[config.mk]
export PLATFORM = sky130hd
export DESIGN_NAME = addr_fault_detect
export DESIGN_NICKNAME = d
export VERILOG_FILES = /design/src/rtl/afd_pkg.sv /design/src/rtl/afd_lane.sv /design/src/rtl/afd_datapath.sv /design/src/rtl/afd_control.sv /design/src/rtl/addr_fault_detect.sv
export SDC_FILE = /design/constraint.sdc
export NUM_CORES = 1
export LEC_CHECK = 0
export CORE_UTILIZATION = 37
export DETAILED_ROUTE_END_ITERATION = 10
export GPL_ROUTABILITY_DRIVEN = 0
export HOLD_SLACK_MARGIN = 0.02
export PLACE_DENSITY = 0.82
export SLEW_MARGIN = 15
export SYNTH_ARGS = -nofsm -noshare
export SYNTH_HDL_FRONTEND = slang
export SYNTH_SLANG_ARGS = --single-unit
[constraint.sdc]
create_clock -name clk -period 2.5 [get_ports clk]
set_input_delay 0.5 -clock clk [delete_from_list [all_inputs] [get_ports clk]]
set_output_delay 0.5 -clock clk [all_outputs]
set_load 0.03 [all_outputs]
[src/rtl/afd_pkg.sv]
package afd_pkg;
  localparam int NUM_LANES = 2;
  localparam int SRC_LANE  = 0;
  localparam int DST_LANE  = 1;
  localparam int TYPE_W    = 3;
  localparam int STAT_W    = 2;

  localparam logic [TYPE_W-1:0] ERR_SRC = 3'b001;
  localparam logic [TYPE_W-1:0] ERR_DST = 3'b010;
  localparam logic [STAT_W-1:0] ST_SRC  = 2'b01;
  localparam logic [STAT_W-1:0] ST_DST  = 2'b10;

  typedef enum logic [1:0] {
    WIDTH_BYTE = 2'b00,
    WIDTH_HALF = 2'b01,
    WIDTH_WORD = 2'b10,
    WIDTH_WIDE = 2'b11
  } accWidth_e;

  typedef struct packed {
    logic srcFault;
    logic dstFault;
  } faultStrobes_t;
endpackage

[src/rtl/afd_lane.sv]
module afd_lane
  import afd_pkg::*;
#(
  parameter int ADDR_W = 32
) (
  input  logic              clk,
  input  logic              rstN,
  input  logic              valid,
  input  logic              first,
  input  logic              step,
  input  logic              down,
  input  logic              busErr,
  input  logic [ADDR_W-1:0] addr,
  input  logic [1:0]        width,
  output logic              fault
);
  localparam int EXT_W = ADDR_W + 1;

  logic [EXT_W-1:0] stepSize;
  logic [EXT_W-1:0] addrExt;
  logic [EXT_W-1:0] nextUp;
  logic [EXT_W-1:0] nextDown;
  logic             misaligned;
  logic             wrapUp;
  logic             wrapDown;
  logic             stepFault;

  always_comb begin
    unique case (accWidth_e'(width))
      WIDTH_BYTE: stepSize = EXT_W'(1);
      WIDTH_HALF: stepSize = EXT_W'(2);
      default:    stepSize = EXT_W'(4);
    endcase
  end

  always_comb begin
    unique case (accWidth_e'(width))
      WIDTH_BYTE: misaligned = 1'b0;
      WIDTH_HALF: misaligned = addr[0];
      default:    misaligned = |addr[1:0];
    endcase
  end

  assign addrExt   = {1'b0, addr};
  assign nextUp    = addrExt + stepSize;
  assign nextDown  = addrExt - stepSize;
  assign wrapUp    = nextUp[ADDR_W];
  assign wrapDown  = nextDown[ADDR_W];
  assign stepFault = step & (down ? wrapDown : wrapUp);
  assign fault     = valid & ((first & misaligned) | stepFault | busErr);

  assert_word_misalign_R2: assert property (@(posedge clk) disable iff (!rstN)
    (valid && first && width[1] && addr[1:0] != 2'b00) |-> fault);

  assert_byte_aligned_R2: assert property (@(posedge clk) disable iff (!rstN)
    (valid && !step && !busErr && width == 2'b00) |-> !fault);

  assert_wrap_up_R3: assert property (@(posedge clk) disable iff (!rstN)
    (valid && step && !down && (&addr)) |-> fault);

  assert_wrap_down_R4: assert property (@(posedge clk) disable iff (!rstN)
    (valid && step && down && addr == '0) |-> fault);

  assert_bus_error_R5: assert property (@(posedge clk) disable iff (!rstN)
    (valid && busErr) |-> fault);

  assert_idle_lane_R11: assert property (@(posedge clk) disable iff (!rstN)
    !valid |-> !fault);
endmodule

[src/rtl/afd_datapath.sv]
module afd_datapath
  import afd_pkg::*;
#(
  parameter int ADDR_W = 32
) (
  input  logic                             clk,
  input  logic                             rstN,
  input  logic [NUM_LANES-1:0]             laneValid,
  input  logic [NUM_LANES-1:0]             laneFirst,
  input  logic [NUM_LANES-1:0]             laneStep,
  input  logic [NUM_LANES-1:0]             laneDown,
  input  logic [NUM_LANES-1:0]             laneBusErr,
  input  logic [NUM_LANES-1:0][ADDR_W-1:0] laneAddr,
  input  logic [1:0]                       accWidth,
  output faultStrobes_t                    strobes
);
  logic [NUM_LANES-1:0] laneFault;

  for (genvar i = 0; i < NUM_LANES; i++) begin : g_lane
    afd_lane #(.ADDR_W(ADDR_W)) u_lane (
      .clk    (clk),
      .rstN   (rstN),
      .valid  (laneValid[i]),
      .first  (laneFirst[i]),
      .step   (laneStep[i]),
      .down   (laneDown[i]),
      .busErr (laneBusErr[i]),
      .addr   (laneAddr[i]),
      .width  (accWidth),
      .fault  (laneFault[i])
    );
  end

  assign strobes.srcFault = laneFault[SRC_LANE];
  assign strobes.dstFault = laneFault[DST_LANE];
endmodule

[src/rtl/afd_control.sv]
module afd_control
  import afd_pkg::*;
(
  input  logic              clk,
  input  logic              rstN,
  input  logic              xferStart,
  input  faultStrobes_t     strobes,
  output logic              errValid,
  output logic [TYPE_W-1:0] errType,
  output logic [STAT_W-1:0] descStatus
);
  logic armed;
  logic armedEff;
  logic anyFault;
  logic report;

  assign armedEff = armed | xferStart;
  assign anyFault = strobes.srcFault | strobes.dstFault;
  assign report   = armedEff & anyFault;

  always_ff @(posedge clk) begin
    if (!rstN) begin
      armed      <= 1'b0;
      errValid   <= 1'b0;
      errType    <= '0;
      descStatus <= '0;
    end else begin
      armed    <= armedEff & ~anyFault;
      errValid <= report;
      if (report) begin
        errType    <= strobes.srcFault ? ERR_SRC : ERR_DST;
        descStatus <= strobes.srcFault ? ST_SRC : ST_DST;
      end else begin
        errType    <= '0;
        descStatus <= '0;
      end
    end
  end

  assert_code_pair_R6: assert property (@(posedge clk) disable iff (!rstN)
    errValid |-> ((errType == ERR_SRC && descStatus == ST_SRC) ||
                  (errType == ERR_DST && descStatus == ST_DST)));

  assert_single_report_R8: assert property (@(posedge clk) disable iff (!rstN)
    (errValid && !xferStart) |=> !errValid);

  assert_src_priority_R9: assert property (@(posedge clk) disable iff (!rstN)
    $past(strobes.srcFault && strobes.dstFault && (armed || xferStart))
      |-> (errValid && errType == ERR_SRC));

  assert_quiet_outputs_R10: assert property (@(posedge clk) disable iff (!rstN)
    !errValid |-> (errType == '0 && descStatus == '0));
endmodule

[src/rtl/addr_fault_detect.sv]
module addr_fault_detect
  import afd_pkg::*;
#(
  parameter int ADDR_W = 32
) (
  input  logic              clk,
  input  logic              rstN,
  input  logic              xferStart,
  input  logic              srcValid,
  input  logic              srcFirst,
  input  logic              srcStep,
  input  logic              srcDown,
  input  logic              srcBusErr,
  input  logic [ADDR_W-1:0] srcAddr,
  input  logic              dstValid,
  input  logic              dstFirst,
  input  logic              dstStep,
  input  logic              dstDown,
  input  logic              dstBusErr,
  input  logic [ADDR_W-1:0] dstAddr,
  input  logic [1:0]        accWidth,
  output logic              errValid,
  output logic [2:0]        errType,
  output logic [1:0]        descStatus
);
  faultStrobes_t strobes;

  afd_datapath #(.ADDR_W(ADDR_W)) u_datapath (
    .clk        (clk),
    .rstN       (rstN),
    .laneValid  ({dstValid,  srcValid}),
    .laneFirst  ({dstFirst,  srcFirst}),
    .laneStep   ({dstStep,   srcStep}),
    .laneDown   ({dstDown,   srcDown}),
    .laneBusErr ({dstBusErr, srcBusErr}),
    .laneAddr   ({dstAddr,   srcAddr}),
    .accWidth   (accWidth),
    .strobes    (strobes)
  );

  afd_control u_control (
    .clk        (clk),
    .rstN       (rstN),
    .xferStart  (xferStart),
    .strobes    (strobes),
    .errValid   (errValid),
    .errType    (errType),
    .descStatus (descStatus)
  );

  assert_reset_quiet_R1: assert property (@(posedge clk)
    $past(!rstN) |-> (!errValid && errType == 3'b000 && descStatus == 2'b00));
endmodule

==> results.py, run 1 <==
metrics = {
    "run": {
        "cap_violations": 0,
    },
    "sta": {
        "setup-tns-final_ns": -0.0676,
        "setup_ws_ns": -0.0406,
        "period_share_pct": 102,
        "fmax_mhz": 394,
        "rsz0062_at_grt": "yes",
        "hold_viol": 0,
        "slew_violations": 0,
        "period_needed_ns": 2.54,
        "setup-violations-final": 2,
        "skew_ns": 0.00319,
    },
    "global_routing": {
        "track_usage_pct": 20.8,
        "grt.overflow.total": 0,
        "antenna_found_initial": 0,
        "grt_pass1_vias": 1838,
        "grt_pass1_wl_mm": 7.48,
        "grt_max_degree": 17,
    },
    "die": {
        "die_h_um": 68.7,
        "core_area_um2": 4140,
        "io_pins": 85,
        "die-area_um2": 4720,
        "start_util_pct": 39.7,
        "die_w_um": 68.7,
        "rows": 23,
    },
    "logic_synthesis": {
        "synth_nets": 344,
        "ys_top_cells_by_count": "ha_1, nand2_1, a21oi_1, o21ai_0, nor2_1",
        "synthMostInstantiatedCell": "ha_1",
        "synth_edf_count": 0,
        "synth.avg_cell_area_um2": 8.19,
        "muxShareOfSynthArea_pct": 1.22,
        "synth_xor_area_share_pct": 0,
        "yosysTopAreaCell": "ha_1",
        "ys_async_sr_fraction_pct": 0,
        "synth_cell_types": 38,
        "synth_fa_ha_area_share_pct": 48.7,
        "ys.flop_type": "dfxtp_1",
        "synth_top_cells_by_area": "ha_1, a21oi_1, o21ai_0",
        "synth_compound_area_share_pct": 23.6,
        "yosysWarnings": 0,
        "synth_cells": 201,
        "ys_seq_area_share_pct": 4.87,
        "synth_top_family_by_area": "adder cells",
        "ys_seq_elements": 4,
        "synth_area_um2": 1650,
        "yosysTopAreaCellShare_pct": 48.7,
        "yosys.area_share.simple_pct": 19.8,
    },
    "detailed_routing": {
        "wl_mm": 4.82,
        "first_iter_violations": 35,
        "wl_per_cell_um": 13.5,
        "drt_pass1_iterations": 5,
        "avgViaCountPerCell": 5.38,
        "drc": 0,
        "vias": 1916,
        "drtAntennaViolNets": 0,
    },
    "worst_setup_path": {
        "cp_max_fo": 16,
        "required_ns": 2.66,
        "cp_top_family": "compound AO/OA/AOI/OAI gates",
        "crit_chain": "dlygate4sd2_1, buf_12, buf_4, ha_1, a21oi_1, o21ai_0, a22oi_1, a31oi_2, or2_1, a221o_1, nor3b_2",
        "startpoint_type": "input port",
        "worstPathArrival_ns": 2.70,
        "slowest_stage": "a221o_1",
        "crit_path_end_kind": "flip-flop",
        "critical_path_class": "input port to flip-flop",
        "path_buf_inv": 3,
        "slowest_delay_ns": 0.36,
    },
    "cells_and_area": {
        "utilization_pct": 69.8,
        "syn2layout_area_growth_pct": 75.7,
        "drive_gt1_share_pct": 16.3,
        "antennaDiodeCount": 0,
        "fill_cells": 347,
        "stdcell_count": 356,
        "nets": 451,
    },
    "pwr": {
        "peakVddDrop_uv": 151,
        "p_leak_nw": 1.28,
        "power_density_nw_per_um2": 235,
    },
    "placement": {
        "post-dp-hpwl_mm": 3.81,
        "io_buffers": 83,
        "pre_cts_slack_ns": -0.617,
        "dpl.cell_count": 347,
    },
    "clock_tree": {
        "htreeDepth": 1,
        "cts_sinks": 4,
        "numCtsBuffers": 3,
        "cts-root-buf": "clkbuf_8",
        "ctsHoldBuffers": 0,
        "cts_tree": "done",
        "cts.clk_slew.worst_paths_ns": 0.04,
        "clk_latency_ns": 0.23,
        "cts.path.max_buffers": 2,
    },
    "min_path": {
        "min_path_type": "flip-flop to flip-flop",
    },
    "status": {
        "status": "finished, violations left",
        "violations": "negative setup slack",
    },
}
-- path summary, 6_finish.rpt --
path | startpoint | end | slack [ns] | cells past startpoint
setup / recovery | srcDown | u_control.armed$_SDFF_PN0_ | -0.04 | 11
hold / removal | u_control.armed$_SDFF_PN0_ | u_control.errValid$_SDFF_PN0_ | 0.65 | 2
setup reg to reg | u_control.armed$_SDFF_PN0_ | u_control.errType[0]$_SDFF_PN0_ | 1.56 | 2
hold reg to reg | u_control.armed$_SDFF_PN0_ | u_control.errValid$_SDFF_PN0_ | 0.65 | 2
-- registers in the layout (all words and copies together), names as in the netlist --
| register | flops |
|---|---|
| u_control.errType | 2 |
| u_control.errValid | 1 |
| u_control.armed | 1 |
-- cell families after synthesis --
family / count (synthesis)
AO/OA/AOI/OAI: 63
adder cells (fa/ha/maj): 64
buffers and inverters: 4
flip-flops: 4
multiplexers: 2
other: 1
AND/OR/NAND/NOR: 63
-- worst reg2reg max path: stages, from the launching register on --
cell	delay, ns
dfxtp_1	0.28
o21ai_0	0.39
nor2_1	0.12
-- layout make-up --
class                           instances  area [um2]  area share, %
Clock buffer                            3        41.3           1.43
Timing Repair Buffer                  105        1050           36.4
Multi-Input combinational cell        193        1650           57.1
Sequential cell                         4        80.1           2.77
Tap cell                               50        62.6           2.16
Inverter                                1        3.75          0.130
-- routing by layer --
metal / GRT usage [%] / wire length (um) / up-vias
met5: 0 / 0 / -
li1: - / - / 1006
met2: 39.2 / 2330 / 54
met4: 8.07 / 114 / 0
met3: 0.987 / 202 / 9
met1: 24.3 / 2170 / 847
-- per-stage QoR --
step	power [mW]	instance area, um2	hold WS, ns
6_report	0.680	2890	0.650
4_1_cts	0.651	2820	0.651
3_5_place_dp	0.492	2680	0.633
2_1_floorplan	0.271	1660	0.567
3_3_place_gp	0.478	2680	0.616
5_1_grt	0.739	2890	0.710
-- where the power goes --
group | leakage [nW] | switching, mW | internal, mW
clock network | 0.0216 | 0.0440 | 0.104
registers | 0.0328 | 0.00150 | 0.0683
logic | 1.23 | 0.197 | 0.266
total | 1.28 | 0.242 | 0.438
-- cell usage in the layout (no fill, tap or decap), drive strengths merged, types with 2 or more instances in the layout --
master,instances
and4,2
nor2b,3
mux2i,2
and3b,2
ha,64
a21oi,20
clkdlybuf4s50,78
a21o,2
clkbuf,3
o211ai,3
nor4,4
dlygate4sd2,2
o21ai,19
nor3,4
buf,23
a22oi,2
dfxtp,4
a31oi,3
or2,2
a211oi,5
nor2,11
nand4,6
nand3,5
nand2,21
-- timing repair --
item | CTS | global route
endpoints found under the setup margin | 4 | 4
gates resized for setup | 21 | 11
pin swaps | 16 | 18
gates cloned | 1 | 0
buffers inserted | 4 | 1
(Power assumes the default switching activity.)
==> run 2: changes to the inputs <==
REMOVE_ABC_BUFFERS = 1   (was default)
==> run 2 against run 1 <==
  * The run still ends with negative setup slack left
  * Core utilization up 0.66 points
  * Maximum frequency fell by 1.7%
  * Sequential power grew 1%
  * Hold slack improved by 0.026 ns
  * Total power down 1.2%
  * Cell count fell by 0.56%
  * Register-to-register slack worse by 0.02 ns
  * Non-clock buffer count fell by 2
  * Sequential share of layout area is essentially flat
  * Routed wire length decreased by 1.4%
  * Largest power group unchanged
==> results.py, run 2 (synthesis gave the netlist of run 1 again) <==
metrics = {
    "worst_setup_path": {
        "reg2regPathDepth": 2,
        "slowest_stage": "a221o_1",
        "r2r_end": "u_control.errType[0]$_SDFF_PN0_",
        "slowest_delay_ns": 0.31,
        "cp_max_fo": 3,
        "r2r-start": "u_control.armed$_SDFF_PN0_",
        "r2r_slack_ns": 1.54,
        "startpoint_type": "input port",
        "crit_path_end_kind": "flip-flop",
        "crit_chain": "buf_6, or2_4, ha_4, mux2i_1, ha_1, o21ai_1, o21ai_1, o2111ai_2, a31oi_2, buf_4, nor3_2, a221o_1, nor3_2",
        "required_ns": 2.64,
        "worstPathArrival_ns": 2.72,
        "critical_path_class": "input port to flip-flop",
    },
    "detailed_routing": {
        "drc": 0,
        "vias": 1947,
        "drt_pass1_iterations": 4,
        "routed.top_layer": "met4",
        "wl_per_cell_um": 13.4,
        "wl_mm": 4.75,
        "dr_wl_met3_um": 314,
        "wl_met2_mm": 2.47,
        "drtAntennaViolNets": 0,
        "wl_met1_mm": 1.92,
        "first_iter_violations": 45,
        "avgViaCountPerCell": 5.50,
    },
    "die": {
        "start_util_pct": 39.7,
        "io_pins": 85,
        "die_h_um": 68.7,
        "rows": 23,
        "die-area_um2": 4720,
        "die_w_um": 68.7,
        "core_area_um2": 4140,
    },
    "cells_and_area": {
        "drive_gt1_share_pct": 16.4,
        "antennaDiodeCount": 0,
        "layout_commonest_cell": "clkdlybuf4s50_1",
        "fill_cells": 334,
        "syn2layout_area_growth_pct": 77.4,
        "largest_register_ffs": 2,
        "nets": 449,
        "design_area_um2": 2920,
        "final_cell_mix": "clkdlybuf4s50_1, ha_1, nand2_1",
        "stdcell_count": 354,
        "regMostFlops": "u_control.errType",
        "reg_top3": "u_control.errType x2, u_control.armed x1, u_control.errValid x1",
    },
    "clock_tree": {
        "clk_latency_ns": 0.21,
        "cts-root-buf": "clkbuf_8",
        "cts.path.max_buffers": 2,
        "cts_tree": "done",
        "htreeDepth": 1,
        "numCtsBuffers": 3,
        "cts.clk_slew.worst_paths_ns": 0.03,
        "cts_sinks": 4,
    },
    "pwr": {
        "peakVddDrop_uv": 133,
        "power_density_nw_per_um2": 230,
        "switchingPower_mw": 0.232,
        "intPower_mw": 0.440,
        "seqPwrFrac_pct": 10.5,
        "p_clk_share_pct": 19.5,
        "p_total_mw": 0.672,
        "pwr-share-comb_pct": 70.0,
        "p_sw_share_pct": 34.5,
        "p_leak_nw": 1.28,
    },
    "global_routing": {
        "track_usage_pct": 20.3,
        "grt_max_degree": 15,
        "grt_pass1_vias": 1943,
        "antenna_found_initial": 0,
        "grt.overflow.total": 0,
        "grt_pass1_wl_mm": 7.48,
    },
    "placement": {
        "dpl_cell_area_um2": 2660,
        "io_buffers": 83,
        "post-dp-hpwl_mm": 3.70,
        "dpl.cell_count": 347,
    },
    "sta": {
        "setup-violations-final": 3,
        "skew_ns": 0.00248,
        "hold_viol": 0,
        "worstMarginPinSlew_ns": 0.532,
        "setup_ws_ns": -0.0850,
        "period_needed_ns": 2.59,
        "fmax_mhz": 387,
        "relSlewSlack_pct": 64.2,
        "period_share_pct": 103,
        "rsz0062_at_grt": "yes",
        "slew_violations": 0,
    },
    "min_path": {
        "holdPathEnd": "u_control.errType[0]$_SDFF_PN0_",
        "worst_hold_startpoint": "u_control.armed$_SDFF_PN0_",
        "whs_path_depth": 2,
        "min_path_type": "flip-flop to flip-flop",
    },
    "status": {
        "status": "finished, violations left",
        "violations": "negative setup slack",
    },
    "run": {
        "cap_violations": 0,
    },
}
==> run 2: cell types whose count changed in the layout (fill, tap and decap cells not counted), moves of 2 or more <==
cell | before | now
dlygate4sd2_1 | 2 | 0
buf_4 | 19 | 16
clkdlybuf4s15_2 | 0 | 2
o21ai_1 | 1 | 3
nor4_2 | 3 | 1
==> run 2: metrics by stage <==
| step | utilization (%) | TNS, ns | setup WS, ns | hold WS (ns) |
|---|---|---|---|---|
| final | 70.4 | -0.167 | -0.0850 | 0.676 |
| after global routing | 70.4 | -0.545 | -0.187 | 0.713 |
| after CTS | 68.4 | 0 | 0.00132 | 0.657 |
| after detailed placement | 64.2 | -3.03 | -0.798 | 0.639 |
| after global placement | 64.2 | -2.70 | -0.695 | 0.631 |
| after floorplan | - | -0.660 | -0.191 | 0.567 |
==> run 2: per-layer routing <==
metal	global-route usage (%)	up-vias
li1	-	1005
met1	22.1	862
met2	40.7	76
met3	2.80	4
met4	4.43	0
met5	0	-
==> run 2: power by group through the flow <==
| stage | registers [mW] | clock network (mW) | logic [mW] |
|---|---|---|---|
| finish | 0.0706 | 0.131 | 0.470 |
| detailed placement | 0.0715 | 0 | 0.416 |
| CTS | 0.0707 | 0.134 | 0.446 |
| floorplan | 0.0801 | 0 | 0.184 |
| global placement | 0.0713 | 0 | 0.403 |
| global route | 0.0711 | 0.135 | 0.526 |
==> run 2: what timing repair did <==
item / in CTS / in global routing
setup endpoints to repair: 4 / 4
gates resized for setup: 29 / 14
hold buffers: 0 / 0
setup buffers: 1 / 1
cloned: 2 / 0
pin swaps: 16 / 7
==> run 2: cell type report <==
cell class / instances / area [um2] / area share (%)
tap: 50 / 62.6 / 2.14
inverter: 1 / 3.75 / 0.129
clock buffer: 3 / 41.3 / 1.41
multi-input combinational: 193 / 1680 / 57.4
sequential: 4 / 80.1 / 2.74
timing repair buffer: 103 / 1060 / 36.2
==> run 2: worst max path at each step <==
stage	from	endpoint	slack, ns	depth (start not counted)
after floorplan	accWidth[0]	u_control.errType[1]$_SDFF_PN0_	-0.19	12
after global placement	accWidth[1]	u_control.errType[1]$_SDFF_PN0_	-0.70	12
after detailed placement	accWidth[1]	u_control.errType[1]$_SDFF_PN0_	-0.80	12
after CTS	srcAddr[9]	u_control.errType[1]$_SDFF_PN0_	0.001	10
after global routing	accWidth[0]	u_control.errType[1]$_SDFF_PN0_	-0.19	13
final	accWidth[0]	u_control.errType[1]$_SDFF_PN0_	-0.09	13
==> run 2: worst max-delay path: cells and delay by family <==
family,cells,cell delay [ns]
AOI/OAI and AO/OA,5,0.92
adders and majority gates,2,0.54
buffers and inverters,2,0.24
muxes,1,0.06
and+or+nand+nor,3,0.44
